## src/rtl/cps_pkg.sv

```systemverilog
package cps_pkg;
   typedef enum logic [1:0] {
      ST_RUN  = 2'd0,
      ST_SLP  = 2'd1,
      ST_PWR  = 2'd2,
      ST_REL  = 2'd3
   } core_st_e;

   localparam int unsigned OFS_WAKE   = 32'h010;
   localparam int unsigned OFS_STAT   = 32'h040;
   localparam int unsigned OFS_CTL0   = 32'h100;
   localparam int unsigned CTL_STRIDE = 32'h010;
   localparam int unsigned OFS_DBG    = 32'h180;

   localparam logic [1:0] STAT_RUN  = 2'd0;
   localparam logic [1:0] STAT_SLP  = 2'd3;
   localparam logic [1:0] MODE_SLP  = 2'd3;
endpackage

```

## src/rtl/cps_core_seq.sv

```systemverilog
module cps_core_seq
   import cps_pkg::*;
#(
   parameter int unsigned WAKE_CYCLES = 8,
   parameter bit          START_RUN   = 1'b0
) (
   input  logic       clk,
   input  logic       rst_n,
   input  logic       wake_wr,
   input  logic       ctl_wr,
   input  logic [1:0] ctl_data,
   input  logic       wfi,
   output logic       pwr_en,
   output logic       core_rst,
   output logic       pend,
   output logic [1:0] armed,
   output logic [1:0] stat
);
   localparam int unsigned CNT_W = $clog2(WAKE_CYCLES + 1);
   localparam logic [CNT_W-1:0] CNT_LAST = CNT_W'(WAKE_CYCLES - 1);

   core_st_e         st_q;
   logic [CNT_W-1:0] cnt_q;
   logic             pend_q;
   logic [1:0]       armed_q;

   initial begin
      assert (WAKE_CYCLES >= 1) else $error("WAKE_CYCLES must be at least 1");
   end

   always_ff @(posedge clk or negedge rst_n) begin
      if (!rst_n) begin
         st_q    <= START_RUN ? ST_RUN : ST_SLP;
         cnt_q   <= '0;
         pend_q  <= 1'b0;
         armed_q <= 2'd0;
      end else begin
         unique case (st_q)
            ST_RUN: begin
               pend_q <= wake_wr;
               if (armed_q == MODE_SLP && wfi) begin
                  st_q    <= ST_SLP;
                  armed_q <= 2'd0;
               end else if (ctl_wr) begin
                  armed_q <= ctl_data;
               end
            end
            ST_SLP: begin
               if (ctl_wr) armed_q <= ctl_data;
               if (wake_wr) begin
                  st_q   <= ST_PWR;
                  cnt_q  <= '0;
                  pend_q <= 1'b1;
               end
            end
            ST_PWR: begin
               if (ctl_wr) armed_q <= ctl_data;
               if (cnt_q == CNT_LAST) st_q <= ST_REL;
               else cnt_q <= cnt_q + 1'b1;
            end
            ST_REL: begin
               if (ctl_wr) armed_q <= ctl_data;
               st_q   <= ST_RUN;
               pend_q <= 1'b0;
            end
            default: st_q <= ST_SLP;
         endcase
      end
   end

   assign pwr_en   = (st_q != ST_SLP);
   assign core_rst = (st_q == ST_SLP) || (st_q == ST_PWR);
   assign pend     = pend_q;
   assign armed    = armed_q;
   assign stat     = (st_q == ST_RUN) ? STAT_RUN : STAT_SLP;

   p_up_start_r2: assert property (@(posedge clk) disable iff (!rst_n)
      (st_q == ST_SLP && wake_wr) |=> (pwr_en && core_rst && pend));

   p_no_rst_release_unpowered_r2: assert property (@(posedge clk) disable iff (!rst_n)
      !pwr_en |-> core_rst);

   p_release_then_run_r3: assert property (@(posedge clk) disable iff (!rst_n)
      $fell(core_rst) |=> (stat == STAT_RUN));

   p_standby_entry_r6: assert property (@(posedge clk) disable iff (!rst_n)
      (stat == STAT_RUN && armed == MODE_SLP && wfi)
      |=> (!pwr_en && core_rst && armed == 2'd0 && stat == STAT_SLP));

   p_wfi_unarmed_r7: assert property (@(posedge clk) disable iff (!rst_n)
      (st_q == ST_RUN && armed != MODE_SLP) |=> pwr_en && !core_rst);
endmodule

```

## src/rtl/cps_dbg_reg.sv

```systemverilog
module cps_dbg_reg #(
   parameter logic [31:0] WMASK = 32'h0
) (
   input  logic        clk,
   input  logic        rst_n,
   input  logic        wr,
   input  logic [31:0] wdata,
   output logic [31:0] rdata
);
   logic [31:0] q;

   always_ff @(posedge clk or negedge rst_n) begin
      if (!rst_n) q <= '0;
      else if (wr) q <= wdata & WMASK;
   end

   assign rdata = q;

   p_dbg_mask_r9: assert property (@(posedge clk) disable iff (!rst_n)
      wr |=> (rdata == (($past(wdata)) & WMASK)));
endmodule

```

## src/rtl/core_power_seq.sv

```systemverilog
module core_power_seq
   import cps_pkg::*;
#(
   parameter int unsigned NUM_CORES   = 4,
   parameter int unsigned ADDR_W      = 12,
   parameter int unsigned WAKE_CYCLES = 8
) (
   input  logic                 clk,
   input  logic                 rst_n,
   input  logic                 bus_sel,
   input  logic                 bus_wr,
   input  logic [ADDR_W-1:0]    bus_addr,
   input  logic [31:0]          bus_wdata,
   output logic [31:0]          bus_rdata,
   input  logic [NUM_CORES-1:0] wfi,
   output logic [NUM_CORES-1:0] pwr_en,
   output logic [NUM_CORES-1:0] core_rst
);
   localparam logic [31:0] DBG_WMASK =
      (32'h1 << 24) | (32'h1 << 19) | (((32'h1 << NUM_CORES) - 32'h1) << 20);

   initial begin
      assert (NUM_CORES >= 1 && NUM_CORES <= 4) else $error("NUM_CORES must be 1..4");
      assert (ADDR_W >= 9 && ADDR_W <= 32) else $error("ADDR_W must cover offset 0x180");
   end

   logic                 wr_acc;
   logic                 wake_hit;
   logic                 dbg_hit;
   logic [NUM_CORES-1:0] pend;
   logic [1:0]           armed [NUM_CORES];
   logic [1:0]           stat  [NUM_CORES];
   logic [NUM_CORES-1:0] ctl_hit;
   logic [31:0]          dbg_q;

   assign wr_acc   = bus_sel && bus_wr;
   assign wake_hit = (bus_addr == ADDR_W'(OFS_WAKE));
   assign dbg_hit  = (bus_addr == ADDR_W'(OFS_DBG));

   for (genvar n = 0; n < NUM_CORES; n++) begin : g_core
      assign ctl_hit[n] = (bus_addr == ADDR_W'(OFS_CTL0 + n * CTL_STRIDE));

      cps_core_seq #(
         .WAKE_CYCLES (WAKE_CYCLES),
         .START_RUN   (n == 0)
      ) i_seq (
         .clk      (clk),
         .rst_n    (rst_n),
         .wake_wr  (wr_acc && wake_hit && bus_wdata[n]),
         .ctl_wr   (wr_acc && ctl_hit[n]),
         .ctl_data (bus_wdata[1:0]),
         .wfi      (wfi[n]),
         .pwr_en   (pwr_en[n]),
         .core_rst (core_rst[n]),
         .pend     (pend[n]),
         .armed    (armed[n]),
         .stat     (stat[n])
      );
   end

   cps_dbg_reg #(.WMASK(DBG_WMASK)) i_dbg (
      .clk   (clk),
      .rst_n (rst_n),
      .wr    (wr_acc && dbg_hit),
      .wdata (bus_wdata),
      .rdata (dbg_q)
   );

   always_comb begin
      bus_rdata = '0;
      if (wake_hit) begin
         bus_rdata[NUM_CORES-1:0] = pend;
      end else if (bus_addr == ADDR_W'(OFS_STAT)) begin
         for (int n = 0; n < NUM_CORES; n++) bus_rdata[4*n +: 2] = stat[n];
      end else if (dbg_hit) begin
         bus_rdata = dbg_q;
      end else begin
         for (int n = 0; n < NUM_CORES; n++)
            if (ctl_hit[n]) bus_rdata[1:0] = armed[n];
      end
   end

   p_unused_wake_zero_r8: assert property (@(posedge clk) disable iff (!rst_n)
      (pend & ~pwr_en) == '0);
endmodule

```

## config.mk

```make
export PLATFORM = sky130hd
export DESIGN_NAME = core_power_seq
export DESIGN_NICKNAME = d
export VERILOG_FILES = /design/src/rtl/cps_pkg.sv /design/src/rtl/cps_core_seq.sv /design/src/rtl/cps_dbg_reg.sv /design/src/rtl/core_power_seq.sv
export SDC_FILE = /design/constraint.sdc
export NUM_CORES = 1
export LEC_CHECK = 0
export BUFFER_PORTS_ARGS = -buffer_cell sky130_fd_sc_hd__buf_2
export CAP_MARGIN = 20
export CORE_MARGIN = 8
export CORE_UTILIZATION = 53
export CTS_CLUSTER_DIAMETER = 30
export DETAILED_ROUTE_END_ITERATION = 12
export PLACE_DENSITY = 0.81
export SLEW_MARGIN = 20
export SYNTH_ARGS = -nofsm -noshare
export SYNTH_HDL_FRONTEND = slang
export SYNTH_SLANG_ARGS = --single-unit
export TNS_END_PERCENT = 100
```

## constraint.sdc

```tcl
create_clock -name clk -period 2.5 [get_ports clk]
set_input_delay 0.125 -clock clk [delete_from_list [all_inputs] [get_ports clk]]
set_output_delay 0.125 -clock clk [all_outputs]
set_load 0.01 [all_outputs]
```

======== After elaboration in Yosys (flattened, before gate mapping) ========
Cells that the tools add are included.
storage, ports and cells
  bits of input ports ..................... 52
  bits in registers ....................... 42
  output and inout bits ................... 40
  logic and storage cells ................. 183
cells by class
  reduce and logical (&&, ||, !) cells .... 47
  $add $sub $neg .......................... 4
  mux-type cells .......................... 68
  equality and inequality tests ........... 47
operators by type and width
  kind                                                    number
  2-to-1 mux 2 bit                                        36
  == test 12 x 9 -> 1 bit (second input constant)         5
  2-to-1 mux 4 bit                                        9
  inequality test 2 x 1 -> 1 bit (second input constant)  16
  case mux 2 bit (4 select lines)                         4
  case mux 4 bit (2 select lines)                         4
  2-to-1 mux 28 bit                                       1
  == test 2 bit (second input constant)                   12
  AND reduction 3 bit                                     8
  2-to-1 mux 23 bit                                       1
  adder 4 x 1 -> 4 bit (second input constant)            4
  == test 4 x 3 -> 1 bit (second input constant)          4
  case mux 2 bit (2 select lines)                         4
  logical AND 1 bit                                       15
  == test 12 x 5 -> 1 bit (second input constant)         1
  == test 12 x 7 -> 1 bit (second input constant)         1
  case mux 1 bit (3 select lines)                         4
  nonzero test 3 bit                                      4
  OR reduction 3 bit                                      4
  2-to-1 mux 11 bit                                       1
  == test 2 x 1 -> 1 bit (second input constant)          4
  zero test 2 bit                                         4
  inequality test 2 bit (second input constant)           4
  AND reduction 2 bit                                     4
  3 further kinds                                         12

======== Depth between registers and ports, before layout ========
Gate-level depths: netlist of run 1.
  word-level depth ........................ 8
  depth in mapped cells ................... 7
  depth with buffers taken out ............ 6

======== Modules after synthesis ========
A second synthesis of run 1 with hierarchy kept.
unflattened totals
  cell total of the unflattened synthesis .. 342
  area, all modules ....................... 3283.1 um^2
by module, submodules not included
  module                           sequential area each (um^2)  instances  area an instance (um^2)  cells an instance
  core_power_seq                   0.0                          1          588.1                    80
  cps_core_seq at g_core[0].i_seq  225.2                        1          585.6                    57
  cps_core_seq at g_core[1].i_seq  226.5                        1          566.8                    54
  cps_core_seq at g_core[2].i_seq  226.5                        1          550.5                    56
  cps_core_seq at g_core[3].i_seq  226.5                        1          541.8                    55
  cps_dbg_reg                      150.1                        1          450.4                    40

======== Worst setup path after synthesis of run 1 ========
Ideal clock, no wire load.
  kind .................................... input to register
  from .................................... input bus_addr[1]
  to ...................................... register g_core[1].i_seq.st_q[1]
  data arrival time ....................... 2001 ps
  stages on the path ...................... 6
  setup time .............................. 125 ps
  slack ................................... 374 ps
  path buffers ............................ 2
  required time ........................... 2375 ps
  cell sequence ........................... or4_4 -> buf_6 -> or4_4 -> buf_6 -> a221oi_4 -> mux2_4
on the way
  cells in the longest elaborated chain, start to end .. 5
ends and longest elaborated chain
  item                                             line                  text
  start: declaration                               core_power_seq.sv:12  input logic [ADDR_W-1:0] bus_addr,
  == test 12 x 5 -> 1 bit                          core_power_seq.sv:37  assign wake_hit = (bus_addr == ADDR_W'(OFS_WAKE));
  logical AND 1 bit (2 in a row)                   core_power_seq.sv:49  .wake_wr (wr_acc && wake_hit && bus_wdata[n]),
  inequality test 2 x 1 -> 1 bit (no source line)  n/a
  AND reduction 3 bit (no source line)             n/a
  end signal: assignment                           cps_core_seq.sv:33    st_q <= START_RUN ? ST_RUN : ST_SLP;
  end: declaration                                 cps_core_seq.sv:22    core_st_e st_q;
No other way between the ends.
A chain may end at the register's enable or synchronous reset.

======== Worst setup path in the final report of run 1 ========
  from .................................... input bus_addr[1]
  to ...................................... output bus_rdata[20]
on the way
  cells in the longest elaborated chain, start to end .. 4
  elaborated cells between the ends (all ways) .. 6
  classes of those cells .................. eq/ne (3); mux (3)
ends and longest elaborated chain
  item                     line                  text
  == test 12 x 9 -> 1 bit  core_power_seq.sv:38  assign dbg_hit = (bus_addr == ADDR_W'(OFS_DBG));
  2-to-1 mux 23 bit        core_power_seq.sv:75  end else if (dbg_hit) begin
  2-to-1 mux 11 bit        core_power_seq.sv:73  end else if (bus_addr == ADDR_W'(OFS_STAT)) begin
  2-to-1 mux 28 bit (*)    core_power_seq.sv:71  if (wake_hit) begin
  end: declaration         core_power_seq.sv:14  output logic [31:0] bus_rdata,
Mark *: on every way between the ends. The rest lies on a longest branch, timed or not.

==> metrics.txt, run 1 <==
Max-slew headroom=0.360; first-pass GRT wire length=between 10 and 15 mm; Final Hold Violating Endpoints=39; Slew Viols, Final=0; P per Cell Area=928 nW/um2; routed length on met2=4.00 mm; CP delay by family, top=simple AND/OR/NAND/NOR gates; Hold Crit Class=in -> async; clock slew at reported path FFs=0.08 ns; vias in the first global route=2831; Arrival @ worst endpoint=1.97 ns; VDD IR max=slightly below 0.6 mV; core area=5960 um2; Max-cap violations=0; Worst setup EP type=output pin; total CTS buffers=5; Crit Path Class=in -> out; delay of the slowest critical-path stage=0.63 ns; startpoint types=input port; Post-synth EDFFs=0; final setup fails=0; CTS resizes=0; Antenna Violating Nets Remaining=0; Worst-Skew Late Latency=~0.30 ns; share of layout cells above drive strength 1=0.216; slowest cell on the critical path=nor4_1; Cell variety after synth=around 60; top cell type by total area after synthesis=dfrtp_1; CTS Buffer Depth=2; area fraction of the dominant cell type after synthesis=0.298; most common cell after layout, fill and taps aside=buf_2; skew final=0.00452 ns; Tcrit/Tclk final=0.838; worst path cell trace=buf_2 -> or4_4 -> buf_4 -> nor4_1 -> and2_1 -> buf_2; metal3 WL=480 um; I/O pin count=92; post-route setup TNS=0 ns; syn avg cell area=8.78 um2; Fin Hold WS=-0.0321 ns; root buffer cell=clkbuf_8; drt pass-1 iters=4; H-Tree Depth=2; ys flop type=dfrtp_1; grt ovf=0; crit-path max FO=9; CTS tree=built; total chip power=3.30 mW; Yosys reg bits=42; DIE AREA=8950 um2; Post-DP HPWL=6.18 mm; largest cells by area after synthesis=dfrtp_1 (30%), ha_1 (6.5%), buf_4 (6.2%); P_leak=1.69 nW; FFs w/ async S/R, synth=1.00; register area share after synthesis=0.322; routability cong.=0.880; Clock Sinks=42; Die W=94.6 um; Detailed Route WL=7.92 mm; pin count of the biggest net entering global routing=43; Filler cells=546; Vias=2919; hold_buf cts=0; failing checks=hold timing; CP dominant cell by count=buf_2; Crit path required time=2.38 ns; Top Metal Used=met5; Buf/Inv on CP=3; initial antenna violation count=1; Initial Util=0.550; Setup Buffers After CTS=0; Final Net Count=480; leading cell types in the layout, fill and taps excluded=buf_2 (53), dfrtp_1 (39), inv_1 (29); outcome=complete, but fails checks; actual slew at the worst max-slew pin=0.959 ns; DRT iter0 DRCs=196; WL met1=3.29 mm; Synth Cell Area=3270 um2; row cnt=28; PortBufs=53; Via-to-Cell Ratio=5.99; Synth Instances=373; chip height=94.6 um; area grow syn2layout=8.41%; Max Freq=0.478 GHz; ANT cells=0; DRC viols=0; GR Util All Layers=0.182; Min Clock Period, post-route=2.09 ns; RSZ-0062 raised after global routing=false; Syn. warnings=0; routed len/inst=approximately 16 um
[flip-flops by register name, summed over array words and instances, names as in the netlist]
register	flops
g_core.i_seq.pend	4
g_core.i_seq.armed	8
g_core.i_seq.st_q	8
i_dbg.rdata	6
g_core.i_seq.cnt_q	16
[worst register-to-register path, delay by kind of cell, from the launching register on]
kind	cells	cell delay [ns]
adders and majority gates	1	0.30
buffers and inverters	1	0.07
AOI/OAI and AO/OA	2	0.47
DFF	1	0.57
muxes	1	0.33
[Yosys cell counts, types with 3 or more instances]
library cell	count
and2_1	7
dfrtp_1	39
a2bb2oi_1	5
a211oi_1	3
or3_1	7
nand3b_1	3
o21ai_0	11
and3_1	7
a211o_1	3
a21oi_1	24
a221oi_1	6
clkbuf_1	12
nor3_1	9
or4_1	4
mux2_2	9
dfstp_2	3
a221o_1	3
nor2_1	20
and4b_1	5
nor4_1	6
nand3_1	17
nand2b_1	7
mux2i_1	9
buf_4	27
ha_1	17
o22ai_1	3
inv_1	29
nor3b_1	3
nand2_1	20
o211ai_1	4
nand4_1	8
[stage by stage]
step	cells	instance area [um2]	worst slack (ns)	hold WS, ns	util
after floorplan	388	3330	0.374	-0.171	-
after global placement	479	3460	0.296	0.340	0.581
after detailed placement	479	3460	0.265	0.339	0.581
after CTS	487	3550	0.376	0.0151	0.596
after global routing	487	3550	0.193	0.0476	0.596
final	487	3550	0.406	-0.0321	0.596
[final timing paths]
check	start	endpoint	slack, ns	cells past startpoint
max reg2reg	g_core[1].i_seq.st_q[0]	g_core[1].i_seq.st_q[1]	0.65	5
min reg2reg	g_core[1].i_seq.cnt_q[0]	g_core[1].i_seq.cnt_q[0]	0.50	1
min in group clk	bus_wdata[20]	i_dbg.rdata[20]	0.05	2
max in group asynchronous	rst_n	g_core[2].i_seq.cnt_q[3]	1.93	1
min	rst_n	g_core[3].i_seq.cnt_q[1]	-0.03	1
max	bus_addr[1]	bus_rdata[20]	0.41	6
[where the power goes]
group,leakage [nW],internal (mW),switching [mW]
clock,0.0482,0.223,0.238
sequential,0.539,0.914,0.206
combinational,1.11,0.765,0.949
[cell type report]
| class | count | area (um2) | share of cell area |
|---|---|---|---|
| multi-input combinational | 273 | 1880 | 0.530 |
| sequential | 42 | 1050 | 0.297 |
| timing repair buffer | 60 | 318 | 0.0895 |
| inverter | 29 | 109 | 0.0307 |
| tap | 75 | 93.8 | 0.0264 |
| clock buffer | 7 | 86.3 | 0.0243 |
| clock inverter | 1 | 5.00 | 0.00141 |
[cells by family (layout without fill, tap and decap cells)]
| kind of cell | count (synthesis) | in the layout | synth area share |
|---|---|---|---|
| AO/OA/AOI/OAI | 81 | 81 | 0.175 |
| adder cells (fa/ha/maj) | 17 | 17 | 0.0650 |
| buffers and inverters | 73 | 97 | 0.120 |
| flip-flops | 42 | 42 | 0.322 |
| multiplexers | 19 | 19 | 0.0630 |
| other | 1 | 16 | 0.00115 |
| AND/OR/NAND/NOR | 140 | 140 | 0.254 |
[per-layer routing]
metal,vias to the layer above,track usage
met2,95,0.314
met5,-,0
met3,16,0.0365
met4,2,0.0676
li1,1409,-
met1,1397,0.218
Note: power is estimated with default switching activity, not from simulation.
==> inputs of run 2 (changes only) <==
--- a/config.mk
+++ b/config.mk
@@ -5,10 +5,11 @@
 export SDC_FILE = /design/constraint.sdc
 export NUM_CORES = 1
 export LEC_CHECK = 0
+export ABC_AREA = 1
 export BUFFER_PORTS_ARGS = -buffer_cell sky130_fd_sc_hd__buf_2
 export CAP_MARGIN = 20
 export CORE_MARGIN = 8
-export CORE_UTILIZATION = 53
+export CORE_UTILIZATION = 52
 export CTS_CLUSTER_DIAMETER = 30
 export DETAILED_ROUTE_END_ITERATION = 12
 export PLACE_DENSITY = 0.81
==> constraint.sdc (replaced) <==
create_clock -name clk -period 2 [get_ports clk]
set_input_delay 0.1 -clock clk [delete_from_list [all_inputs] [get_ports clk]]
set_output_delay 0.1 -clock clk [all_outputs]
set_load 0.01 [all_outputs]
==> metrics.txt, run 2 <==
outcome=complete, no violations; row cnt=27 (-3.6%); Final Net Count=497 (+3.5%); Slew Viols, Final=0 (unchanged); largest cells by area after synthesis=dfrtp_1 (34%), nand2_1 (11%), ha_1 (7.4%); Antenna Violating Nets Remaining=0 (unchanged); delay of the slowest critical-path stage=0.38 ns (-0.25 ns); startpoint types=flip-flop; Tcrit/Tclk final=0.828; Worst setup EP type=output pin; DIE AREA=8180 um2 (-8.6%); first-pass GRT wire length=10.7 mm (-19%); hold path depth=3; Max-slew headroom=0.627 (+0.267); Initial Util=0.530 (-0.0202); DRC viols=0 (unchanged); CTS resizes=0 (unchanged); routed len/inst=12.3 um (-24%); P_leak=1.72 nW (+1.4%); Crit path required time=1.90 ns (-0.48 ns); vias in the first global route=2496 (-12%); GR Util All Layers=0.153 (-0.0288); FFs w/ async S/R, synth=1.00 (unchanged); Post-synth EDFFs=0 (unchanged); Synth Area in Simple Gates=0.306 (+0.0517); Crit Path Class=reg -> out; Via-to-Cell Ratio=5.03 (-16%); Max Freq=0.604 GHz; Syn. warnings=0 (unchanged); register area share after synthesis=0.366 (+0.0441); largest family of logic cells by synthesized area=simple AND/OR/NAND/NOR gates; top cell type by total area after synthesis=dfrtp_1; Synth Instances=377 (+1.1%); final setup fails=0 (unchanged); Worst-Skew Late Latency=0.29 ns (about the same); area grow syn2layout=11.7%; grt ovf=0 (unchanged); most common cell after layout, fill and taps aside=nand2_1; Compound-Gate Fraction of Synth Area=0.112 (-0.0626); drt pass-1 iters=4 (unchanged); end of the worst hold path=i_dbg.rdata[20]; CTS tree=built; Finished Layout Cells=501 (+2.9%); crit-path max FO=5 (-4); R2R Setup Slk=0.50 ns (-0.15 ns); RR Endpoint=g_core[0].i_seq.cnt_q[0]; worst path cell trace=inv_1 -> ha_1 -> o21ai_0 -> inv_1 -> a21oi_1 -> buf_2; I/O pin count=92 (unchanged); routability cong.=0.922 (+4.8%); share of layout cells above drive strength 1=0.226 (+0.0101); Detailed Route WL=6.16 mm (-22%); worst r2r path cells=5 (unchanged); most frequent cells after synthesis=nand2_1 (81), inv_1 (43), dfrtp_1 (39); Clock Sinks=42 (unchanged); Min Clock Period, post-route=1.66 ns; Die W=90.4 um (-4.4%); CP delay by family, top=flip-flops; VDD IR max=0.619 mV (+5.8%); ys flop type=dfrtp_1; total CTS buffers=5 (unchanged); Critical Path Source=g_core[0].i_seq.st_q[0]; initial antenna violation count=0 (-1); Placed Area=3100 um2 (-10%); CP dominant cell by count=inv_1; Arrival @ worst endpoint=1.56 ns (-0.41 ns); CTS Buffer Depth=2 (unchanged); H-Tree Depth=2 (unchanged); Final Core Density=0.591 (-0.00457); core area=5440 um2 (-8.7%); Cell variety after synth=28 (-54%); chip height=90.4 um (-4.4%); Filler cells=506 (-7.3%); syn avg cell area=7.64 um2 (-13%); mux cell area share after synthesis=0 (-0.0630); Post-Synth Adder-Cell Area=0.0738 (+0.00889); Final Hold Violating Endpoints=0 (-100%); Hold Crit Start=bus_wdata[20]; pin count of the biggest net entering global routing=26 (-40%); R2R Path Start=g_core[0].i_seq.st_q[0]; Setup Buffers After CTS=0 (unchanged); skew final=0.00490 ns (+0.000377 ns); root buffer cell=clkbuf_8; Vias=2520 (-14%); clock slew at reported path FFs=0.08 ns (about the same); ANT cells=0 (unchanged); Hold Crit Class=in -> reg; post-synthesis xor/xnor area fraction=0.00912 (+0.00912); Final Cell Area=3220 um2 (-9.4%); Largest Register=g_core.i_seq.cnt_q; most numerous cell in the Yosys netlist=nand2_1; Post-DP HPWL=5.00 mm (-19%); leading cell types in the layout, fill and taps excluded=nand2_1 (81), buf_2 (53), inv_1 (43); area fraction of the dominant cell type after synthesis=0.339 (+0.0408); Buf/Inv on CP=3 (unchanged); slowest cell on the critical path=dfrtp_1; DRT iter0 DRCs=114 (-42%); Placed Cells=492 (+2.7%); Largest register FFs=16 (unchanged); post-route setup TNS=0 ns (unchanged); Synth Cell Area=2880 um2 (-12%); RSZ-0062 raised after global routing=false; Levels on crit path=6 (unchanged); P per Cell Area=1090 nW/um2 (+18%); Yosys reg bits=42 (unchanged); PortBufs=53 (unchanged); actual slew at the worst max-slew pin=0.559 ns (-0.400 ns); Max-cap violations=0 (unchanged)
## run 2: cell count changes after synthesis, sizes merged, moves of 9 or more
cell | before | now
a21oi | 24 | 14
clkbuf | 12 | 0
inv | 29 | 44
mux2 | 10 | 0
mux2i | 9 | 0
nand2 | 20 | 87
nand3 | 17 | 28
nand4 | 9 | 19
nor2 | 20 | 41
o21ai | 11 | 38
## run 2: logic make-up after synthesis
| kind of cell | Yosys count |
|---|---|
| AO/OA/AOI/OAI | 57 |
| XOR/XNOR | 3 |
| adder cells (fa/ha/maj) | 17 |
| buffers and inverters | 72 |
| flip-flops | 42 |
| other | 1 |
| AND/OR/NAND/NOR | 185 |
## run 2: how the worst max path moves through the flow
stage	to
after floorplan	g_core[3].i_seq.cnt_q[3]
after global placement	bus_rdata[1]
after detailed placement	bus_rdata[1]
after CTS	bus_rdata[1]
after global routing	bus_rdata[1]
final	bus_rdata[1]
## run 2: cell type report
class | count | area [um2] | area share
Multi-Input combinational cell | 278 | 1500 | 0.467
Timing Repair Buffer | 57 | 298 | 0.0926
Inverter | 44 | 165 | 0.0513
Tap cell | 72 | 90.1 | 0.0280
Sequential cell | 42 | 1050 | 0.328
Clock inverter | 1 | 30.0 | 0.00933
Clock buffer | 7 | 76.3 | 0.0237
## run 2: report_power, final
part	switching [mW]	internal, mW
sequential	0.178	1.10
combinational	0.994	0.578
clock	0.297	0.374
## run 2: through the flow
stage | worst slack (ns) | hold WS (ns) | total power [mW]
3_5_place_dp | 0.428 | 0.130 | 2.89
2_1_floorplan | 0.683 | -0.196 | 2.60
3_3_place_gp | 0.384 | 0.127 | 2.81
5_1_grt | 0.214 | 0.0406 | 3.89
6_report | 0.343 | 0.0429 | 3.52
4_1_cts | 0.344 | 0.0384 | 3.56
## run 2: layer usage
layer  track usage  share of wire  vias up
met5             0              0        -
met2         0.258           0.48       84
met4        0.0347         0.0055        0
met3        0.0449          0.066        6
li1              -              -     1288
met1         0.187           0.45     1142
## run 2: worst register-to-register path: cells and delay by family, from the launching register on
kind	cells	cell delay (ns)
flops	1	0.40
fa+ha+maj	1	0.30
simple gates	1	0.27
buf+inv	2	0.23
compound gates	1	0.21
## run 2: timing repair
action | 4_1_cts | 5_1_grt
hold endpoints to repair | 21 | 0
setup endpoints to repair | 0 | 0
hold buffers | 1 | 0
